File: config.mk
export PLATFORM = sky130hd
export DESIGN_NAME = xbs_bus_seq
export DESIGN_NICKNAME = d
export VERILOG_FILES = /design/src/rtl/xbs_pkg.sv /design/src/rtl/xbs_cycle_plan.sv /design/src/rtl/xbs_wr_steer.sv /design/src/rtl/xbs_rd_gather.sv /design/src/rtl/xbs_bus_seq.sv
export SDC_FILE = /design/constraint.sdc
export NUM_CORES = 1
export LEC_CHECK = 0
export ABC_AREA = 1
export CAP_MARGIN = 20
export CORE_MARGIN = 2
export CORE_UTILIZATION = 55
export DETAILED_ROUTE_END_ITERATION = 16
export DONT_BUFFER_PORTS = 1
export HOLD_SLACK_MARGIN = 0.06
export PLACE_DENSITY = 0.74
export SYNTH_ARGS = -nofsm -noshare
export SYNTH_HDL_FRONTEND = slang
export SYNTH_SLANG_ARGS = --single-unit
File: constraint.sdc
create_clock -name clk -period 3.2 [get_ports clk]
set_input_delay 0.48 -clock clk [delete_from_list [all_inputs] [get_ports clk]]
set_output_delay 0.48 -clock clk [all_outputs]
set_load 0.01 [all_outputs]
File: src/rtl/xbs_pkg.sv
package xbs_pkg;
  localparam int XBS_DATA_W = 32;
  localparam int XBS_LANE_W = 8;
  localparam int XBS_NBYTES = XBS_DATA_W / XBS_LANE_W;
  localparam int XBS_IDX_W  = $clog2(XBS_NBYTES);

  typedef enum logic [1:0] {
    XBS_SZ_BYTE   = 2'd0,
    XBS_SZ_HALF   = 2'd1,
    XBS_SZ_WORD   = 2'd2,
    XBS_SZ_WORD_X = 2'd3
  } xbs_size_e;

  typedef enum logic [1:0] {
    XBS_IDLE   = 2'd0,
    XBS_SETUP  = 2'd1,
    XBS_STROBE = 2'd2
  } xbs_state_e;

  // byte lane usage of one bus cycle and which request byte each lane carries
  typedef struct packed {
    logic                 lo_en;
    logic                 hi_en;
    logic [XBS_IDX_W-1:0] lo_idx;
    logic [XBS_IDX_W-1:0] hi_idx;
  } xbs_lanes_t;
endpackage

File: src/rtl/xbs_cycle_plan.sv
module xbs_cycle_plan
  import xbs_pkg::*;
#(
  parameter int ADDR_W = 24,
  parameter int CYC_W  = 2
) (
  input  logic [ADDR_W-1:0] base_addr,
  input  xbs_size_e         size,
  input  logic [CYC_W-1:0]  cyc_idx,
  output logic [ADDR_W-1:0] cyc_addr,
  output xbs_lanes_t        lanes,
  output logic              cyc_last
);
  localparam int POS_W = CYC_W + 2;

  logic [POS_W-1:0]  nbytes;
  logic [POS_W-1:0]  ncyc;
  logic [POS_W-1:0]  two_j;
  logic [POS_W-1:0]  odd_off;
  logic [POS_W-1:0]  lo_pos;
  logic [POS_W-1:0]  hi_pos;
  logic [ADDR_W-1:0] even_base;

  always_comb begin
    unique case (size)
      XBS_SZ_BYTE: nbytes = POS_W'(1);
      XBS_SZ_HALF: nbytes = POS_W'(2);
      default:     nbytes = POS_W'(XBS_NBYTES);
    endcase
    odd_off  = POS_W'(base_addr[0]);
    two_j    = POS_W'(cyc_idx) << 1;
    ncyc     = (odd_off + nbytes + POS_W'(1)) >> 1;
    cyc_last = (POS_W'(cyc_idx) == (ncyc - POS_W'(1)));
    // position of the byte on each lane relative to the first request byte
    lo_pos   = two_j - odd_off;
    hi_pos   = two_j + POS_W'(1) - odd_off;
    lanes.lo_en  = (lo_pos < nbytes);
    lanes.hi_en  = (hi_pos < nbytes);
    lanes.lo_idx = lo_pos[XBS_IDX_W-1:0];
    lanes.hi_idx = hi_pos[XBS_IDX_W-1:0];
    even_base = {base_addr[ADDR_W-1:1], 1'b0};
    if (cyc_idx == '0) cyc_addr = base_addr;
    else               cyc_addr = even_base + (ADDR_W'(cyc_idx) << 1);
  end
endmodule

File: src/rtl/xbs_wr_steer.sv
module xbs_wr_steer
  import xbs_pkg::*;
(
  input  logic [XBS_DATA_W-1:0]   wdata,
  input  xbs_lanes_t              lanes,
  input  logic                    drive,
  output logic [2*XBS_LANE_W-1:0] dout
);
  always_comb begin
    dout = '0;
    if (drive && lanes.lo_en)
      dout[XBS_LANE_W-1:0] = wdata[lanes.lo_idx*XBS_LANE_W +: XBS_LANE_W];
    if (drive && lanes.hi_en)
      dout[2*XBS_LANE_W-1:XBS_LANE_W] = wdata[lanes.hi_idx*XBS_LANE_W +: XBS_LANE_W];
  end
endmodule

File: src/rtl/xbs_rd_gather.sv
module xbs_rd_gather
  import xbs_pkg::*;
(
  input  logic                    clk,
  input  logic                    rst_n,
  input  logic                    clear,
  input  logic                    capture,
  input  xbs_lanes_t              lanes,
  input  logic [2*XBS_LANE_W-1:0] din,
  output logic [XBS_DATA_W-1:0]   rdata
);
  logic upd;
  assign upd = clear | capture;

  for (genvar b = 0; b < XBS_NBYTES; b++) begin : g_byte
    logic [XBS_LANE_W-1:0] cur_q;
    logic [XBS_LANE_W-1:0] nxt;

    always_comb begin
      nxt = cur_q;
      if (clear)
        nxt = '0;
      else if (capture && lanes.lo_en && (lanes.lo_idx == XBS_IDX_W'(b)))
        nxt = din[XBS_LANE_W-1:0];
      else if (capture && lanes.hi_en && (lanes.hi_idx == XBS_IDX_W'(b)))
        nxt = din[2*XBS_LANE_W-1:XBS_LANE_W];
    end

    always_ff @(posedge clk or negedge rst_n) begin
      if (!rst_n)   cur_q <= '0;
      else if (upd) cur_q <= nxt;
    end

    assign rdata[b*XBS_LANE_W +: XBS_LANE_W] = cur_q;
  end

  AST_LANE_IDX_ADJACENT: assert property (@(posedge clk) disable iff (!rst_n)
    (capture && lanes.lo_en && lanes.hi_en) |-> (lanes.hi_idx == lanes.lo_idx + XBS_IDX_W'(1)));
  AST_CLEAR_NOT_CAPTURE: assert property (@(posedge clk) disable iff (!rst_n)
    !(clear && capture));
endmodule

File: src/rtl/xbs_bus_seq.sv
module xbs_bus_seq
  import xbs_pkg::*;
#(
  parameter int ADDR_W = 24
) (
  input  logic                    clk,
  input  logic                    rst_n,
  input  logic                    req_valid,
  output logic                    req_ack,
  input  logic                    req_write,
  input  logic [1:0]              req_size,
  input  logic [ADDR_W-1:0]       req_addr,
  input  logic [XBS_DATA_W-1:0]   req_wdata,
  output logic                    req_done,
  output logic [XBS_DATA_W-1:0]   req_rdata,
  output logic [ADDR_W-1:0]       ext_addr,
  output logic [2*XBS_LANE_W-1:0] ext_dout,
  output logic                    ext_oe,
  input  logic [2*XBS_LANE_W-1:0] ext_din,
  output logic                    ext_rd_n,
  output logic                    ext_wrl_n,
  output logic                    ext_wrh_n
);
  localparam int CYC_W = 2;

  // reset: asserted asynchronously, released on the clock
  logic rst_meta_q;
  logic rst_n_q;
  always_ff @(posedge clk or negedge rst_n) begin
    if (!rst_n) begin
      rst_meta_q <= 1'b0;
      rst_n_q    <= 1'b0;
    end else begin
      rst_meta_q <= 1'b1;
      rst_n_q    <= rst_meta_q;
    end
  end

  xbs_state_e            st_q, st_d;
  logic [CYC_W-1:0]      cyc_q, cyc_d;
  logic                  done_q, done_d;
  logic [ADDR_W-1:0]     addr_q;
  xbs_size_e             size_q;
  logic                  wr_q;
  logic [XBS_DATA_W-1:0] wdata_q;
  logic                  accept;
  logic                  busy;
  logic                  strobe_ph;
  logic [ADDR_W-1:0]     cyc_addr;
  xbs_lanes_t            lanes;
  logic                  cyc_last;
  logic [2*XBS_LANE_W-1:0] steer_dout;

  assign accept    = (st_q == XBS_IDLE) && req_valid;
  assign busy      = (st_q != XBS_IDLE);
  assign strobe_ph = (st_q == XBS_STROBE);

  always_comb begin
    st_d   = st_q;
    cyc_d  = cyc_q;
    done_d = 1'b0;
    unique case (st_q)
      XBS_IDLE: begin
        if (req_valid) begin
          st_d  = XBS_SETUP;
          cyc_d = '0;
        end
      end
      XBS_SETUP: st_d = XBS_STROBE;
      XBS_STROBE: begin
        if (cyc_last) begin
          st_d   = XBS_IDLE;
          done_d = 1'b1;
        end else begin
          st_d  = XBS_SETUP;
          cyc_d = cyc_q + CYC_W'(1);
        end
      end
      default: st_d = XBS_IDLE;
    endcase
  end

  always_ff @(posedge clk or negedge rst_n_q) begin
    if (!rst_n_q) begin
      st_q   <= XBS_IDLE;
      cyc_q  <= '0;
      done_q <= 1'b0;
    end else begin
      st_q   <= st_d;
      cyc_q  <= cyc_d;
      done_q <= done_d;
    end
  end

  always_ff @(posedge clk or negedge rst_n_q) begin
    if (!rst_n_q) begin
      addr_q  <= '0;
      size_q  <= XBS_SZ_BYTE;
      wr_q    <= 1'b0;
      wdata_q <= '0;
    end else if (accept) begin
      addr_q  <= req_addr;
      size_q  <= xbs_size_e'(req_size);
      wr_q    <= req_write;
      wdata_q <= req_wdata;
    end
  end

  xbs_cycle_plan #(.ADDR_W(ADDR_W), .CYC_W(CYC_W)) u_plan (
    .base_addr (addr_q),
    .size      (size_q),
    .cyc_idx   (cyc_q),
    .cyc_addr  (cyc_addr),
    .lanes     (lanes),
    .cyc_last  (cyc_last)
  );

  xbs_wr_steer u_steer (
    .wdata (wdata_q),
    .lanes (lanes),
    .drive (busy && wr_q),
    .dout  (steer_dout)
  );

  xbs_rd_gather u_gather (
    .clk     (clk),
    .rst_n   (rst_n_q),
    .clear   (accept),
    .capture (strobe_ph && !wr_q),
    .lanes   (lanes),
    .din     (ext_din),
    .rdata   (req_rdata)
  );

  assign req_ack   = accept;
  assign req_done  = done_q;
  assign ext_addr  = busy ? cyc_addr : '0;
  assign ext_dout  = steer_dout;
  assign ext_oe    = busy && wr_q;
  assign ext_rd_n  = !(strobe_ph && !wr_q);
  assign ext_wrl_n = !(strobe_ph && wr_q && lanes.lo_en);
  assign ext_wrh_n = !(strobe_ph && wr_q && lanes.hi_en);

  logic strb_any;
  assign strb_any = !ext_rd_n || !ext_wrl_n || !ext_wrh_n;

  AST_RD_WR_EXCLUSIVE: assert property (@(posedge clk) disable iff (!rst_n_q)
    !(!ext_rd_n && (!ext_wrl_n || !ext_wrh_n)));
  AST_ADDR_HELD: assert property (@(posedge clk) disable iff (!rst_n_q)
    strb_any |-> $stable(ext_addr));
  AST_SETUP_BEFORE_STROBE: assert property (@(posedge clk) disable iff (!rst_n_q)
    strb_any |-> $past(!strb_any));
  AST_DONE_SINGLE: assert property (@(posedge clk) disable iff (!rst_n_q)
    req_done |=> !req_done);
  AST_DONE_AFTER_STROBE: assert property (@(posedge clk) disable iff (!rst_n_q)
    req_done |-> $past(strb_any));
  AST_NO_ACK_WHILE_DRIVING: assert property (@(posedge clk) disable iff (!rst_n_q)
    ext_oe |-> !req_ack);
  AST_WRITE_HAS_OE: assert property (@(posedge clk) disable iff (!rst_n_q)
    (!ext_wrl_n || !ext_wrh_n) |-> ext_oe);
endmodule

# Word level (Yosys, flattened, before mapping)
# Index checks and enable logic that the tools add are counted.
# word_totals
reg_bits	98
input_bits	78
output_inout_bits	78
word_cells	101
# classes
n_addsub	8
magnitude_cmp	2
n_eq_ne	12
n_shift	2
n_mux	25
n_bitwise	1
n_reduce_logical	38
# op_table
op	count
$mux W8	14
$shiftx A32 B6 Y8	2
$mux W24	2
$add A24 B3 Y24	1
$logic_and A1 B1 Y1	18
$reduce_bool A3 Y1	4
$eq A2 B2 Y1 const B	5
$logic_not A2 Y1	5
$eq A2 B1 Y1 const B	4
$lt A4 B4 Y1	2
$reduce_and A2 Y1	4
$mux W2	3
$pmux W2 S3	1
$pmux W3 S2	1
$add A1 B3 Y4	1
$add A3 B1 Y4 const B	1
$add A4 B1 Y4 const B	1
$eq A2 B4 Y1	1
$logic_not A1 Y1	4
$ne A2 B2 Y1 const B	2
$pmux W2 S2	1
$reduce_bool A2 Y1	2
$sub A3 B1 Y4	1
$sub A3 B1 Y4 const B	1
5 further kinds	7

# Logic depth before layout (Yosys ltp)
# Gate-level depths: netlist of the first run.
# depth
depth_word	8
ltp_mapped	13
mapped_depth_nobuf	13

# Hierarchy
# A second synthesis of the first run with hierarchy kept.
# unflattened
cells_unflattened	922
hier_area_um2	6254.7
# modules_own_cells
mod	n_inst	cells_per_inst	area_each_um2
xbs_bus_seq	1	336	2703.8
xbs_rd_gather	1	252	1849.3
xbs_cycle_plan	1	176	1003.5
xbs_wr_steer	1	158	698.2

# Worst setup path after synthesis of the first run
# OpenSTA, ideal clock, no wires.
# synth_timing
kind	register to output
from	reg cyc_q[0]
to	out ext_dout[0]
arrival_ns	2.382
path_slack_ns	0.338
stages_incl_launch_ff	9
n_path_buf	0
path_cell_list	dfrtp_1 clkinv_1 ha_1 xor2_1 ha_1 a21oi_4 a21boi_4 nand2_2 a221oi_1
# synth_between
elab_chain_cells	4
word_cells_on_any_way	5
# synth_lines
element	line_no	text
start, declared	xbs_bus_seq.sv:40	logic [CYC_W-1:0] cyc_q, cyc_d;
start signal, assigned	xbs_bus_seq.sv:90	cyc_q <= cyc_d;
$sub A3 B1 Y4 *	xbs_cycle_plan.sv:35	lo_pos = two_j - odd_off;
parallel branches: the longest is 2 deep, another holds $shiftx A32 B6 Y8	n/a	
$mux W8 *	xbs_wr_steer.sv:11	if (drive && lanes.lo_en)
end, declared	xbs_bus_seq.sv:17	output logic [2*XBS_LANE_W-1:0] ext_dout,
# Mark *: on every way between the ends.

# Worst setup path after layout of the first run
# layout_timing
from	reg cyc_q[0]
to	out ext_dout[7]
# Same word-level chain as after synthesis.

==> out/results.txt, run 1 <==
run status: complete, no violations
final cycle utilization of the critical path: 0.9719
die boundary height: 107.6 um
Detailed Place HPWL: 11,620 um
leakage power of the design: 0.003194 uW
starting utilization of the core area: 0.5697
Arrival @ worst endpoint: 2.63 ns
met3 Resource Use GR: 0.07082
post-synthesis sequential area ratio: 0.4151
number of register bits inferred by synthesis: 98
cell repeated most along the worst path: sky130_fd_sc_hd__ha_1
initial antenna violation count: 0
Post-Syn Instances: 795
final-report hold violation count: 0
Pins Over Slew Limit: 0
post-synthesis instance area: 5908 um^2
diode count: 0
Register-to-Register Setup Slack: 0.78 ns
footprint of the flip-flops and latches: 2459 um^2
leftover overflow at the end of global routing: 0
clock-pin slew reported for the worst setup and hold paths after clock tree synthesis: 0.09 ns
horizontal die dimension: 107.6 um
maximum vdd ir drop: 0.4847 mV
CTS root buffer: sky130_fd_sc_hd__clkbuf_8
setup repair after global routing missed its margin: true
global-route track usage on met2: 0.4155
highest-count cells in the layout ignoring fill and taps: 321 x sky130_fd_sc_hd__nand2_1, 95 x sky130_fd_sc_hd__dfrtp_1, 73 x sky130_fd_sc_hd__nand4_1, 56 x sky130_fd_sc_hd__inv_1, 47 x sky130_fd_sc_hd__a21oi_1
Global Route met1 Usage: 0.4005
# rows: 37
proportion of layout cells with a drive suffix above 1: 0.09787
Final Util: 0.6090
fin nets: 887
number of buffers added on ports: 0
global-route wire length before repair: 25,600 um
area delta synth->final: 6.883%
Placeable Area: 10,370 um^2
clock latency at the later pin of the worst-skew pair: 0.37 ns
capture instance of the worst register-to-register path: u_gather.g_byte[1].cur_q[4]
relative max-transition margin: 0.3906
Worst setup SP type: flip-flop
Fmax: 321.5 MHz
setup total negative slack: 0 ns
maximum number of pins on one net before global-route repair: 76
beginning of the critical path: cyc_q[0]
synth top area cells: sky130_fd_sc_hd__dfrtp_1 42%, sky130_fd_sc_hd__nand2_1 20%, sky130_fd_sc_hd__nand4_1 7.7%
H-tree levels: 3
crit-path max FO: 8
post-layout minimum cycle time: 3.110 ns
Worst Hold Depth: 2
routability-driven placement congestion ratio: 0.9579
clock sink total: 98
R2R cell count: 10
global-route usage over all layers: 0.2830
Num CTS Buffers: 9
Total Power: 6625 uW
total wirelength of the detailed-routed design: 16,270 um
# DRC: 0
most common cell after layout, fill and taps aside: sky130_fd_sc_hd__nand2_1
area of combinational cells with multiple inputs: 3050 um^2
launch instance of the worst register-to-register path: cyc_q[0]
slowest cell on the critical path: sky130_fd_sc_hd__dfrtp_1
number of global-route vias before repair: 5,059
Min Hold Slack: 0.2203 ns
CTS tree: built
startpoint-to-endpoint class of the critical path: flip-flop to primary output
Avg Inst Size Synth: 7.432 um^2
number of maximum-capacitance constraint violations: 0
critical path, cell by cell: clkinv_2, ha_1, xor2_1, ha_1, a21oi_4, a21boi_4, nand2_2, a221oi_1, buf_4
worst hold path startpoint: req_wdata[11]
measured slew at the worst slew-check pin: 0.9119 ns
antenna-violating nets left: 0
Worst Clk Skew: 0.01649 ns
delay of the slowest cell on the worst path: 0.38 ns
DRT Pass-1 Iters: 5
vias per inst: 5.938
total vias in the final route: 5,540
biggest area consumer among synthesized cells: sky130_fd_sc_hd__dfrtp_1
area share of the largest cell type after synthesis: 0.4151
number of nets in the synthesized netlist: 890
global-route layer with the greatest usage: met2
worst path required time: 2.72 ns
fillers: 946
drt initial violations: 468
number of failing setup endpoints in the final timing report: 0
clock tree buffer depth: 2
post-detailed-route wirelength per cell: 17.43 um
count of cell types in the netlist: 33
total power divided by cell area: 1049 nW/um^2
number of synthesis warnings: 0
full die area: 11,590 um^2
category of the worst setup path capture point: primary output
worst min-delay path endpoint: wdata_q[11]
classification of the worst-slack hold path: input port to flip-flop
I/O pin total: 156
-- flip-flops by register name, summed over array words and instances, names as in the netlist --
name and cells:
rst_n_q 1, wr_q 1, st_q 2, wdata_q 32
req_done 1, rst_meta_q 1, size_q 2, u_gather.g_byte.cur_q 32
cyc_q 2, addr_q 24
-- cell families after synthesis --
logic type	Yosys count	synth area share
other	1	0.0006347
buffers and inverters	98	0.07115
adders and majority gates	17	0.03727
DFF	98	0.4151
xor gates and xnor gates	7	0.01038
AOI/OAI and AO/OA	98	0.09657
and+or+nand+nor	476	0.3689
-- worst max path at each step --
stage | to | slack (ns) | cells after the start
global route | ext_dout[3] | -0.02 | 9
detailed placement | ext_dout[7] | 0.40 | 9
finish | ext_dout[7] | 0.09 | 9
floorplan | addr_q[0] | 0.27 | 0
global placement | ext_dout[1] | 0.55 | 9
CTS | ext_dout[7] | 0.08 | 9
-- synth_stat cells --
master	count
sky130_fd_sc_hd__nand2_1	322
sky130_fd_sc_hd__dfrtp_1	98
sky130_fd_sc_hd__nand4_1	73
sky130_fd_sc_hd__inv_1	56
sky130_fd_sc_hd__a21oi_1	47
sky130_fd_sc_hd__o21ai_0	32
sky130_fd_sc_hd__nor2_1	28
sky130_fd_sc_hd__clkbuf_1	18
sky130_fd_sc_hd__ha_1	16
sky130_fd_sc_hd__a221oi_1	14
sky130_fd_sc_hd__nor3_1	13
sky130_fd_sc_hd__nand3_1	12
sky130_fd_sc_hd__buf_2	11
sky130_fd_sc_hd__nor2_4	10
sky130_fd_sc_hd__buf_4	7
sky130_fd_sc_hd__nand2_2	6
sky130_fd_sc_hd__nand2_4	6
sky130_fd_sc_hd__nand4_2	4
sky130_fd_sc_hd__xor2_1	4
sky130_fd_sc_hd__xnor2_1	3
sky130_fd_sc_hd__inv_2	2
sky130_fd_sc_hd__o21ai_1	2
sky130_fd_sc_hd__a21boi_4	1
sky130_fd_sc_hd__a21oi_4	1
sky130_fd_sc_hd__buf_1	1
sky130_fd_sc_hd__buf_6	1
sky130_fd_sc_hd__clkinv_1	1
sky130_fd_sc_hd__conb_1	1
sky130_fd_sc_hd__fa_1	1
sky130_fd_sc_hd__inv_6	1
sky130_fd_sc_hd__nand3_2	1
sky130_fd_sc_hd__nor4_1	1
sky130_fd_sc_hd__o211ai_1	1
-- power by group --
group,internal (uW),switching [uW],leakage (uW)
combinational,1020,2350,0.00184
clock,407,452,0.0000982
sequential,1760,627,0.00126
total,3190,3430,0.00319
-- metal layers --
metal	vias up	part of all wire
li1	2623	-
met1	2548	0.41
met2	315	0.45
met3	54	0.098
met4	0	0.036
met5	-	0
-- final cells by class --
class                           count  share of cell area
Multi-Input combinational cell    599              0.4831
Sequential cell                    98              0.3893
Inverter                           60             0.03784
Timing Repair Buffer               23             0.02774
Tap cell                          136             0.02695
Clock buffer                       11             0.02397
Clock inverter                      5            0.009709
Timing Repair inverter              1            0.001387
-- repair_timing --
| action | in CTS | in global routing |
|---|---|---|
| hold endpoints to repair | 2 | 0 |
| setup buffers | 0 | 2 |
| gates resized for setup | 3 | 4 |
| hold buffers | 1 | 0 |
| setup endpoints to repair | 3 | 7 |
| cloned | 0 | 1 |
-- worst max-delay path: cells and delay by family (launching register included) --
kind            cells  cell delay, ns
fa+ha+maj           2            0.48
xor+xnor            1            0.17
compound gates      3            0.74
buf+inv             2            0.32
flops               1            0.38
simple gates        1            0.16
-- stage by stage --
stage	cells	setup slack (ns)	area [um^2]
after floorplan	795	0.2680	5908
after global placement	913	0.5458	6045
after detailed placement	913	0.3980	6045
after CTS	930	0.07629	6272
after global routing	933	-0.01543	6315
final	933	0.09006	6315
(Power assumes the default switching activity.)
==> run 2: changes to the inputs <==
--- a/config.mk
+++ b/config.mk
@@ -7,7 +7,6 @@
 export LEC_CHECK = 0
 export ABC_AREA = 1
 export CAP_MARGIN = 20
-export CORE_MARGIN = 2
 export CORE_UTILIZATION = 55
 export DETAILED_ROUTE_END_ITERATION = 16
 export DONT_BUFFER_PORTS = 1
==> run 2 against run 1 <==
Compared with the run above: clock power is 6.4% lower; highest routed layer unchanged; count of clock-buffer cells in the layout is 1 lower; hold slack worse by 0.0078 ns; combinational power is 3% lower; largest cell class unchanged; first-iteration DRC count is 6.4% lower; sequential share of layout area is 0.38 points higher; sequential cell count stayed put; critical path depth is 1 higher; via count is 0.79% lower; fmax is 0.33% higher; critical endpoint is now ext_dout[5].
==> out/results.txt, run 2 (same netlist as run 1, synthesis figures left out) <==
antenna-violating nets left: 0 (unchanged)
post-route setup slack: 0.1002 ns (+0.01014 ns)
worst-case setup slack after placement: 0.4355 ns (+0.03751 ns)
I/O pin total: 156 (unchanged)
R2R cell count: 12 (+2)
worst min-delay path endpoint: wdata_q[10]
number of maximum-capacitance constraint violations: 0 (unchanged)
area of combinational cells with multiple inputs: 3038 um^2 (-0.41%)
# rows: 37 (unchanged)
proportion of layout cells with a drive suffix above 1: 0.09068 (-0.007187)
DRT Pass-1 Iters: 5 (unchanged)
clock-pin slew reported for the worst setup and hold paths after clock tree synthesis: 0.10 ns (about the same)
Placeable Area: 10,370 um^2 (unchanged)
crit-path max FO: 9 (+1)
relative max-transition margin: 0.4132 (+0.02256)
Detailed Place HPWL: 11,130 um (-4.1%)
family with the most delay on the worst path: adder cells
Fmax: 322.6 MHz (+0.33%)
category of the worst setup path capture point: primary output
leakage power of the design: 0.003174 uW (-0.63%)
critical path, cell by cell: clkinv_2, buf_4, ha_1, ha_1, nand2_1, nand2_2, a21boi_4, nand2_2, a221oi_1, buf_4
Comb pwr share: 0.508 (-0.002)
total vias in the final route: 5,496 (-0.79%)
CTS tree: built
global-route wire length before repair: 25,290 um (-1.2%)
routability-driven placement congestion ratio: 0.9787 (+2.2%)
H-tree levels: 3 (unchanged)
delay of the slowest cell on the worst path: 0.38 ns (about the same)
internal power: 3127 uW (-2.1%)
area delta synth->final: 5.845%
Worst Clk Skew: 0.008583 ns (-0.007904 ns)
relative contribution of the clock network to total power: 0.124 (-0.006)
starting utilization of the core area: 0.5697 (unchanged)
final cycle utilization of the critical path: 0.9687 (-0.003168)
setup repair after global routing missed its margin: true
clock sink total: 98 (unchanged)
full die area: 11,160 um^2 (-3.7%)
number of global-route vias before repair: 5,031 (-0.55%)
total power divided by cell area: 1034 nW/um^2 (-1.5%)
CTS root buffer: sky130_fd_sc_hd__clkbuf_8
number of buffers added on ports: 0 (unchanged)
Critical path buffers and inverters: 3 (+1)
clock latency at the later pin of the worst-skew pair: 0.37 ns (about the same)
# DRC: 0 (unchanged)
run status: complete, no violations
slowest cell on the critical path: sky130_fd_sc_hd__dfrtp_1
classification of the worst-slack hold path: input port to flip-flop
fillers: 940 (-0.63%)
final-report hold violation count: 0 (unchanged)
fin nets: 884 (-0.34%)
post-detailed-route wirelength per cell: 16.85 um (-3.3%)
number of failing setup endpoints in the final timing report: 0 (unchanged)
most common cell after layout, fill and taps aside: sky130_fd_sc_hd__nand2_1
horizontal die dimension: 105.6 um (-1.9%)
highest-count cells in the layout ignoring fill and taps: 321 x sky130_fd_sc_hd__nand2_1, 95 x sky130_fd_sc_hd__dfrtp_1, 73 x sky130_fd_sc_hd__nand4_1, 56 x sky130_fd_sc_hd__inv_1, 47 x sky130_fd_sc_hd__a21oi_1
die boundary height: 105.6 um (-1.9%)
footprint of the flip-flops and latches: 2459 um^2 (unchanged)
launch instance of the worst register-to-register path: cyc_q[0]
worst hold path startpoint: req_wdata[10]
maximum number of pins on one net before global-route repair: 76 (unchanged)
Worst setup SP type: flip-flop
diode count: 0 (unchanged)
fraction of power spent switching nets: 0.5162 (-0.001564)
maximum vdd ir drop: 0.4543 mV (-6.3%)
Worst Hold Depth: 2 (unchanged)
registers with the most flip-flops: u_gather.g_byte.cur_q (32), wdata_q (32), addr_q (24)
Pins Over Slew Limit: 0 (unchanged)
total wirelength of the detailed-routed design: 15,670 um (-3.7%)
drt initial violations: 438 (-6.4%)
capture instance of the worst register-to-register path: u_gather.g_byte[0].cur_q[4]
post-layout minimum cycle time: 3.100 ns (-0.01014 ns)
Num CTS Buffers: 9 (unchanged)
worst path required time: 2.72 ns (about the same)
leftover overflow at the end of global routing: 0 (unchanged)
initial antenna violation count: 0 (unchanged)
Switching Power: 3336 uW (-2.7%)
Register-to-Register Setup Slack: 0.73 ns (-0.05 ns)
startpoint-to-endpoint class of the critical path: flip-flop to primary output
clock tree buffer depth: 2 (unchanged)
global-route usage over all layers: 0.2900 (+0.007040)
vias per inst: 5.910 (-0.47%)
part of the power in registers: 0.368 (+0.007)
Arrival @ worst endpoint: 2.62 ns (about the same)
Min Hold Slack: 0.2125 ns (-0.007837 ns)
measured slew at the worst slew-check pin: 0.8781 ns (-0.03376 ns)
-- run 2: changes by cell type in the layout (fill, tap and decap cells not counted) --
| cell | previous run | this run |
|---|---|---|
| sky130_fd_sc_hd__clkbuf_1 | 0 | 1 |
| sky130_fd_sc_hd__clkinv_2 | 1 | 3 |
| sky130_fd_sc_hd__clkinv_4 | 0 | 1 |
| sky130_fd_sc_hd__clkbuf_8 | 11 | 9 |
| sky130_fd_sc_hd__inv_8 | 0 | 1 |
| sky130_fd_sc_hd__clkinv_8 | 1 | 0 |
| sky130_fd_sc_hd__a221oi_1 | 12 | 14 |
| sky130_fd_sc_hd__clkinvlp_4 | 3 | 1 |
| sky130_fd_sc_hd__buf_4 | 22 | 20 |
| sky130_fd_sc_hd__a221oi_2 | 2 | 0 |
| sky130_fd_sc_hd__inv_6 | 2 | 1 |
-- run 2: worst max-delay path by stage --
stage               from  cells past startpoint  slack, ns     endpoint
6_report        cyc_q[0]                     10       0.10  ext_dout[5]
3_3_place_gp   addr_q[0]                      9       0.54  ext_dout[1]
5_1_grt         cyc_q[0]                     10      -0.06  ext_dout[1]
4_1_cts        addr_q[0]                      9      0.009  ext_dout[7]
3_5_place_dp    cyc_q[0]                     10       0.44  ext_dout[7]
2_1_floorplan    rst_n_q                      0       0.27    addr_q[0]
-- run 2: through the flow --
step	std cells	utilization	power (uW)	cell area [um^2]	TNS (ns)
after floorplan	795	-	4864	5908	0
after global placement	913	0.5829	5513	6045	0
after detailed placement	913	0.5829	5603	6045	0
after CTS	930	0.6026	6434	6248	0
after global routing	930	0.6030	7017	6254	-0.2810
final	930	0.6030	6463	6254	0
-- run 2: power groups by stage --
stage	sequential, uW	combinational (uW)	clock [uW]
after floorplan	2200	2660	0
after global placement	2370	3150	0
after detailed placement	2380	3220	0
after CTS	2360	3240	828
after global routing	2440	3710	874
final	2380	3280	804
-- run 2: cell type report --
class / count / share of cell area
Clock buffer: 10 / 0.02041
Multi-Input combinational cell: 599 / 0.4858
Sequential cell: 98 / 0.3932
Clock inverter: 6 / 0.01040
Inverter: 60 / 0.03741
Timing Repair Buffer: 21 / 0.02561
Tap cell: 136 / 0.02721
-- run 2: per-layer routing --
metal	global-route usage	up-vias	wire length, um
li1	-	2621	-
met1	0.3999	2553	6787
met2	0.4370	290	7039
met3	0.06988	32	1463
met4	0.1200	0	380
met5	0	-	0
-- run 2: what timing repair did --
item                       CTS  global route
setup endpoints to repair    3             9
hold endpoints to repair     2             0
resized for setup            1             4
setup buffers                0             0
hold buffers                 1             0
